### config.mk
export PLATFORM = sky130hd
export DESIGN_NAME = opaddr_gen
export DESIGN_NICKNAME = d
export VERILOG_FILES = /design/src/rtl/opaddr_pkg.sv /design/src/rtl/opaddr_blk_reg.sv /design/src/rtl/opaddr_base_calc.sv /design/src/rtl/opaddr_beat_seq.sv /design/src/rtl/opaddr_gen.sv
export SDC_FILE = /design/constraint.sdc
export NUM_CORES = 1
export LEC_CHECK = 0
export ABC_CLOCK_PERIOD_IN_PS = 2250
export BUFFER_PORTS_ARGS = -buffer_cell sky130_fd_sc_hd__buf_4
export CAP_MARGIN = 10
export CORE_MARGIN = 2
export CORE_UTILIZATION = 50
export CTS_CLUSTER_DIAMETER = 80
export DETAILED_ROUTE_END_ITERATION = 6
export MAX_ROUTING_LAYER = met4
export PLACE_DENSITY = 0.8
export SETUP_SLACK_MARGIN = 0.02
export SLEW_MARGIN = 20
export SYNTH_ARGS = -nofsm -noshare
export SYNTH_HDL_FRONTEND = slang
export SYNTH_SLANG_ARGS = --single-unit
### constraint.sdc
create_clock -name clk -period 2.25 [get_ports clk]
set_clock_uncertainty 0.2 [all_clocks]
set_input_delay 0.225 -clock clk [delete_from_list [all_inputs] [get_ports clk]]
set_output_delay 0.225 -clock clk [all_outputs]
set_load 0.05 [all_outputs]
### src/rtl/opaddr_pkg.sv
package opaddr_pkg;
  typedef enum logic [2:0] {
    MODE_GREG = 3'd0,
    MODE_PREG = 3'd1,
    MODE_PIND = 3'd2,
    MODE_PINC = 3'd3,
    MODE_DIR  = 3'd4,
    MODE_IMM  = 3'd5
  } amode_e;

  typedef enum logic [1:0] {
    WID_BYTE = 2'd0,
    WID_HALF = 2'd1,
    WID_WORD = 2'd2
  } awidth_e;
endpackage

### src/rtl/opaddr_blk_reg.sv
module opaddr_blk_reg #(
  parameter int BLK_W = 10
) (
  input  logic             clk,
  input  logic             rst,
  input  logic             we,
  input  logic [BLK_W-1:0] val,
  output logic [BLK_W-1:0] blk_eff
);
  logic [BLK_W-1:0] blk_q;

  always_ff @(posedge clk) begin
    if (rst)     blk_q <= '0;
    else if (we) blk_q <= val;
  end

  // a write in the same cycle already steers a direct address
  assign blk_eff = we ? val : blk_q;
endmodule

### src/rtl/opaddr_base_calc.sv
module opaddr_base_calc
  import opaddr_pkg::*;
#(
  parameter int ADDR_W     = 16,
  parameter int OFF_W      = 6,
  parameter int NREG       = 4,
  parameter int GREG_BYTES = 4,
  parameter int PREG_BYTES = 2,
  localparam int BLK_W     = ADDR_W - OFF_W,
  localparam int IDX_W     = $clog2(NREG),
  localparam int CNT_W     = $clog2(GREG_BYTES + 1)
) (
  input  logic [2:0]        mode,
  input  logic [IDX_W-1:0]  idx,
  input  logic [OFF_W-1:0]  off,
  input  logic [1:0]        width,
  input  logic [ADDR_W-1:0] ptr,
  input  logic [BLK_W-1:0]  blk,
  output logic [ADDR_W-1:0] base,
  output logic [CNT_W-1:0]  cnt,
  output logic              needs_mem,
  output logic              post_inc,
  output logic [ADDR_W-1:0] wb_addr,
  output logic [ADDR_W-1:0] wb_val
);
  localparam logic [ADDR_W-1:0] PREG_BASE = ADDR_W'(NREG * GREG_BYTES);

  logic [CNT_W-1:0]  wbytes;
  logic [ADDR_W-1:0] greg_addr;
  logic [ADDR_W-1:0] preg_addr;

  always_comb begin
    case (width)
      WID_BYTE: wbytes = CNT_W'(1);
      WID_HALF: wbytes = CNT_W'(2);
      default:  wbytes = CNT_W'(GREG_BYTES);
    endcase
  end

  assign greg_addr = ADDR_W'(idx) * ADDR_W'(GREG_BYTES);
  assign preg_addr = PREG_BASE + ADDR_W'(idx) * ADDR_W'(PREG_BYTES);

  always_comb begin
    base      = '0;
    cnt       = wbytes;
    needs_mem = 1'b1;
    post_inc  = 1'b0;
    case (mode)
      MODE_GREG: base = greg_addr;
      MODE_PREG: begin
        base = preg_addr;
        cnt  = CNT_W'(PREG_BYTES);
      end
      MODE_PIND: base = ptr;
      MODE_PINC: begin
        base     = ptr;
        post_inc = 1'b1;
      end
      MODE_DIR:  base = {blk, off};
      default: begin
        needs_mem = 1'b0;
        cnt       = '0;
      end
    endcase
  end

  assign wb_addr = preg_addr;
  assign wb_val  = ptr + ADDR_W'(wbytes);
endmodule

### src/rtl/opaddr_beat_seq.sv
module opaddr_beat_seq #(
  parameter int ADDR_W   = 16,
  parameter int CNT_W    = 3,
  parameter int BEAT_W   = 2
) (
  input  logic              clk,
  input  logic              rst,
  input  logic              start,
  input  logic              load_mem,
  input  logic [ADDR_W-1:0] base,
  input  logic [CNT_W-1:0]  cnt,
  output logic              active,
  output logic [ADDR_W-1:0] addr,
  output logic [CNT_W-1:0]  bytes,
  output logic [BEAT_W-1:0] beat,
  output logic              last,
  output logic              ready
);
  assign last  = active && ((CNT_W'(beat) + CNT_W'(1)) == bytes);
  assign ready = !active || last;

  always_ff @(posedge clk) begin
    if (rst) begin
      active <= 1'b0;
      addr   <= '0;
      bytes  <= '0;
      beat   <= '0;
    end else if (start) begin
      active <= load_mem;
      addr   <= load_mem ? base : '0;
      bytes  <= load_mem ? cnt : '0;
      beat   <= '0;
    end else if (active) begin
      if (last) begin
        active <= 1'b0;
        addr   <= '0;
        bytes  <= '0;
        beat   <= '0;
      end else begin
        addr <= addr + ADDR_W'(1);
        beat <= beat + BEAT_W'(1);
      end
    end
  end
endmodule

### src/rtl/opaddr_gen.sv
module opaddr_gen
  import opaddr_pkg::*;
#(
  parameter int ADDR_W     = 16,
  parameter int OFF_W      = 6,
  parameter int NREG       = 4,
  parameter int GREG_BYTES = 4,
  parameter int PREG_BYTES = 2,
  localparam int BLK_W     = ADDR_W - OFF_W,
  localparam int IDX_W     = $clog2(NREG),
  localparam int CNT_W     = $clog2(GREG_BYTES + 1),
  localparam int BEAT_W    = $clog2(GREG_BYTES)
) (
  input  logic              clk,
  input  logic              rst,
  input  logic              req_valid_i,
  output logic              ready_o,
  input  logic [2:0]        mode_i,
  input  logic [IDX_W-1:0]  idx_i,
  input  logic [OFF_W-1:0]  dir_off_i,
  input  logic [1:0]        width_i,
  input  logic [ADDR_W-1:0] ptr_val_i,
  input  logic              blk_we_i,
  input  logic [BLK_W-1:0]  blk_val_i,
  output logic              mem_req_o,
  output logic [ADDR_W-1:0] mem_addr_o,
  output logic [CNT_W-1:0]  mem_bytes_o,
  output logic [BEAT_W-1:0] beat_o,
  output logic              last_o,
  output logic              ptr_wb_o,
  output logic [ADDR_W-1:0] ptr_wb_addr_o,
  output logic [ADDR_W-1:0] ptr_wb_val_o
);
  logic [BLK_W-1:0]  blk_eff;
  logic [ADDR_W-1:0] base;
  logic [CNT_W-1:0]  cnt;
  logic              needs_mem;
  logic              post_inc;
  logic [ADDR_W-1:0] wb_addr;
  logic [ADDR_W-1:0] wb_val;
  logic              start;

  opaddr_blk_reg #(.BLK_W(BLK_W)) blk_i (
    .clk     (clk),
    .rst     (rst),
    .we      (blk_we_i),
    .val     (blk_val_i),
    .blk_eff (blk_eff)
  );

  opaddr_base_calc #(
    .ADDR_W(ADDR_W), .OFF_W(OFF_W), .NREG(NREG),
    .GREG_BYTES(GREG_BYTES), .PREG_BYTES(PREG_BYTES)
  ) calc_i (
    .mode      (mode_i),
    .idx       (idx_i),
    .off       (dir_off_i),
    .width     (width_i),
    .ptr       (ptr_val_i),
    .blk       (blk_eff),
    .base      (base),
    .cnt       (cnt),
    .needs_mem (needs_mem),
    .post_inc  (post_inc),
    .wb_addr   (wb_addr),
    .wb_val    (wb_val)
  );

  assign start = req_valid_i && ready_o;

  opaddr_beat_seq #(.ADDR_W(ADDR_W), .CNT_W(CNT_W), .BEAT_W(BEAT_W)) seq_i (
    .clk      (clk),
    .rst      (rst),
    .start    (start),
    .load_mem (needs_mem),
    .base     (base),
    .cnt      (cnt),
    .active   (mem_req_o),
    .addr     (mem_addr_o),
    .bytes    (mem_bytes_o),
    .beat     (beat_o),
    .last     (last_o),
    .ready    (ready_o)
  );

  always_ff @(posedge clk) begin
    if (rst) begin
      ptr_wb_o      <= 1'b0;
      ptr_wb_addr_o <= '0;
      ptr_wb_val_o  <= '0;
    end else begin
      ptr_wb_o      <= start && post_inc;
      ptr_wb_addr_o <= (start && post_inc) ? wb_addr : '0;
      ptr_wb_val_o  <= (start && post_inc) ? wb_val : '0;
    end
  end
endmodule

# Word level (Yosys, flattened, before mapping)
# Index checks and enable logic that the tools add are counted.
# totals
register_bits,65
out_inout_bits,57
word_cells,53
# op_classes
n_addsub,5
n_eq_ne,6
muxes,18
bitwise_logic,1
reduce_logical,15
# ops
cell,count
16-bit two-way mux,4
16-bit one-hot mux with 4 select lines,1
16-bit by 1-bit adder with 16-bit output (second input constant),1
16-bit by 3-bit adder with 16-bit output,1
3-bit two-way mux,4
3-bit one-hot mux with 2 select lines,2
10-bit two-way mux,1
5-bit by 3-bit adder with 6-bit output (first input constant),1
3-bit by 2-bit == test with 1-bit output (second input constant),2
2-bit OR reduction,3
1-bit two-way mux,5
5-bit OR reduction,1
2-bit nonzero test,2
4-bit OR reduction,1
2-bit by 1-bit adder with 3-bit output (second input constant),1
3-bit by 1-bit == test with 1-bit output (second input constant),1
3-bit == test,1
3-bit == test (second input constant),1
1-bit logical AND,3
3-bit zero test,1
2-bit by 1-bit adder with 2-bit output (second input constant),1
2-bit by 1-bit == test with 1-bit output (second input constant),1
2-bit zero test,1
2-bit two-way mux,1
other kinds (4),4

# Logic depth before layout (Yosys ltp)
# depth
word_depth,8
ltp_mapped,7
depth_no_buf,7

# Hierarchy
# From an unflattened synthesis, not the netlist that was laid out.
# unflattened
cells_unflattened,397
hier_area_um2,3507.1
# modules_own_cells
mod,instances,cells_per_inst,area_each_um2,seq_area_each_um2
opaddr_beat_seq,1,161,1295.0,440.4
opaddr_gen,1,70,929.6,660.6
opaddr_base_calc,1,135,858.3,0.0
opaddr_blk_reg,1,31,424.2,200.2

# Least setup slack after synthesis
# No wires, ideal clock.
# synth_timing
path_kind,reg2out
start,reg seq_i.beat[0]
end,out last_o
arrival_time_ps,2177
slack_ps,-352
path_stages_with_launch,5
path_cell_list,dfxtp_1 > ha_1 > xnor2_1 > nand3_1 > nor2_1
# synth_between
elab_chain_len,3
# synth_rtl
element,line,rtl
from (decl),opaddr_beat_seq.sv:15,"output logic [BEAT_W-1:0] beat,"
from (signal assigned),opaddr_beat_seq.sv:41,beat <= beat + BEAT_W'(1);
2-bit by 1-bit adder with 3-bit output,opaddr_beat_seq.sv:19,assign last = active && ((CNT_W'(beat) + CNT_W'(1)) == bytes);
3-bit == test,opaddr_beat_seq.sv:19,
1-bit logical AND,opaddr_beat_seq.sv:19,
to (decl),opaddr_gen.sv:29,"output logic last_o,"
# No other way between the ends.

# Worst setup path in the final report
# layout_timing
start,reg seq_i.beat[1]
end,out last_o
# Same word-level chain as after synthesis.

==> results_dict.tcl <==
set metrics [dict create \
    holdPathStages 3 \
    die-area_mm2 0.006497 \
    cts.clk_slew.worst_paths_ns 0.09 \
    final-setup-viol-count 0 \
    slew-limit-headroom_pct 64.93 \
    post-synth-top-area-cell "dfxtp_1" \
    r2r_end "seq_i.addr[15]" \
    drt-total-wl_um 8438 \
    grt_antenna_before_repair 0 \
    dp_hpwl_um 6246 \
    fp.coreArea_mm2 0.005574 \
    cts_tree "yes" \
    worst_pin_slew_ns 0.5250 \
    path_cells "ha_2 -> xnor2_2 -> buf_4 -> nand3_2 -> nor2_2 -> buf_6" \
    area_growth_pct 34.97 \
    grt.overflow.total 0 \
    hold_ws_ns 0.004622 \
    pin_count 100 \
    placed_area_mm2 0.003664 \
    min_to "ptr_wb_val_o[4]" \
    synth_edf_count 0 \
    r2r_cells 6 \
    p_total_mw 2.331 \
    worstSetupPathType "reg2out" \
    firstDrtPassIters 4 \
    place.port_buffers 86 \
    crit_path_end_kind "output pin" \
    p_per_area_mw_per_mm2 588.5 \
    syn_inst 343 \
    rrSetupSlack_ns 0.14 \
    rows 27 \
    ys.flop_type "dfxtp_1" \
    vias 3032 \
    drive_gt1_share_pct 28.89 \
    post-route-util_pct 71.04 \
    cts_buffers 5 \
    hold_class "in2reg" \
    netlist_area_mm2 0.002934 \
    cts_sinks 52 \
    die_y_um 80.61 \
    fin_crit_sh_pct 95.24 \
    crit_slowest_cell "dfxtp_2" \
    async_flop_share_pct 0 \
    cts_buffer_depth 2 \
    fin_area_mm2 0.003960 \
    grt_pass1_wl_um 13140 \
    clock-root-buffer "clkbuf_8" \
    via_per_inst 5.808 \
    yosys_register_bits 52 \
    slowest_delay_ns 0.35 \
    synth.distinct_cells 63 \
    cp.arrival_ns 1.72 \
    crit_fanout 3 \
    avgSynthCellArea_um2 8.554 \
    wl_per_cell_um 16.16 \
    max-cap-violations 0 \
    yosys_warnings 0 \
    h-tree-depth 2 \
    instances_no_fill 522 \
    timing_hold_violations_final 0 \
    ir_drop_mv 0.3138 \
    rsz0062_at_grt "false" \
    grt_pass1_vias 2823 \
    drc 0 \
    start_kind "flip-flop" \
    initialDrtViolationCount 261 \
    hp-start "ptr_val_i[4]" \
    pre_cts_slack_ns 0.02289 \
    die_w_um 80.61 \
    synth_most_common_cell "dfxtp_1" \
    grt_usage_pct 26.65 \
    gp_congestion 0.9607 \
    setup_tns_ns 0 \
    r2r-start "seq_i.beat[1]" \
    initial_core_util_pct 52.64 \
    ant_nets 0 \
    fin_crit_ns 2.143 \
    max_freq_mhz 466.7 \
    clk_latency_ns 0.31 \
    status "finished, final reports clean" \
    setup_slack_ns 0.1071 \
    final_net_count 498 \
    final_max_slew_viol_count 0 \
    synth_common_cells "dfxtp_1 (52), nor2_1 (35), nand3_1 (18)" \
    antenna_cells 0 \
    yosys-top-cells-area "dfxtp_1 (35%), nor2_1 (4.5%), xnor2_1 (4.5%)" \
    synth_top_area_share_pct 35.48 \
    synth-seq-area-share_pct 35.48 \
    grt_max_degree 26 \
    path_delay_family "flip-flops" \
    leakage_nw 1.689 \
    placed_cells 500 \
    required_ns 1.82 \
    path_buf_inv 2 \
]
## kinds of logic after synthesis
logic type / after synthesis / share of synthesized area, %
compound gates: 78 / 19.83
xor+xnor: 22 / 6.823
buf+inv: 41 / 7.548
fa+ha+maj: 6 / 2.815
flops: 52 / 35.48
other cells: 1 / 0.1278
mux: 13 / 4.563
simple gates: 130 / 22.81
## final cells by class
type	instances	area (µm²)
tap	72	90.09
fill	439	1614
sequential	52	1044
clock inverter	1	30.03
timing repair buffer	116	907.1
clock buffer	7	96.34
multi-input combinational	262	1748
inverter	12	45.04
## layer usage
metal | track usage (%) | routed length, µm | vias to the layer above
met4 | 10.17 | 184 | 0
met1 | 32.94 | 3561 | 1438
li1 | - | - | 1440
met2 | 44.58 | 4065 | 137
met5 | - | 0 | -
met3 | 3.258 | 626 | 17
## registers in the layout (all words and copies together) (netlist names)
| name | cells |
|---|---|
| seq_i.active | 1 |
| blk_i.blk_q | 10 |
| seq_i.addr | 16 |
| ptr_wb_addr_o | 3 |
| seq_i.beat | 2 |
| ptr_wb_o | 1 |
| ptr_wb_val_o | 16 |
| seq_i.bytes | 3 |
## layout by cell type, fill, tap and decap left out, types with 7 or more instances in the layout
cell type,instances
conb_1,13
nor2_1,34
clkbuf_8,7
xnor2_1,14
and3_1,7
dlygate4sd3_1,13
and2_1,8
nand4_1,8
inv_1,10
nand2_1,15
nand3_1,17
buf_4,102
nor3_1,13
mux2i_1,10
dfxtp_1,50
a31oi_1,9
o21ai_0,11
## power by group
group	internal (mW)	leakage, nW	switching (mW)
combinational	0.240	1.20	0.393
sequential	0.959	0.425	0.0326
clock	0.393	0.0645	0.313
total	1.59	1.69	0.739
## timing repair
item / 4_1_cts / 5_1_grt
hold endpoints to repair: 12 / 1
setup buffers: 0 / 1
setup endpoints to repair: 3 / 2
resized for setup: 2 / 5
hold buffers: 12 / 1
pin swaps: 0 / 2
## worst register-to-register path, delay by kind of cell (launching register included)
| kind | cells | cell delay, ns |
|---|---|---|
| AOI/OAI and AO/OA | 2 | 0.65 |
| adders and majority gates | 1 | 0.30 |
| xor gates and xnor gates | 1 | 0.20 |
| and+or+nand+nor | 1 | 0.14 |
| DFF | 1 | 0.35 |
| buffers and inverters | 1 | 0.19 |
## worst max-delay path by stage
stage               slack [ns]                to          start  cells past startpoint
floorplan                 0.03  ptr_wb_val_o[14]  seq_i.beat[0]                      7
global placement          0.10  ptr_wb_val_o[13]     width_i[0]                      7
detailed placement        0.02  ptr_wb_val_o[14]     width_i[1]                      8
CTS                       0.01           ready_o  seq_i.beat[0]                      5
global route              0.03           ready_o  seq_i.beat[1]                      5
finish                    0.11            last_o  seq_i.beat[1]                      6
No activity file was read; power rests on OpenSTA's default activity.
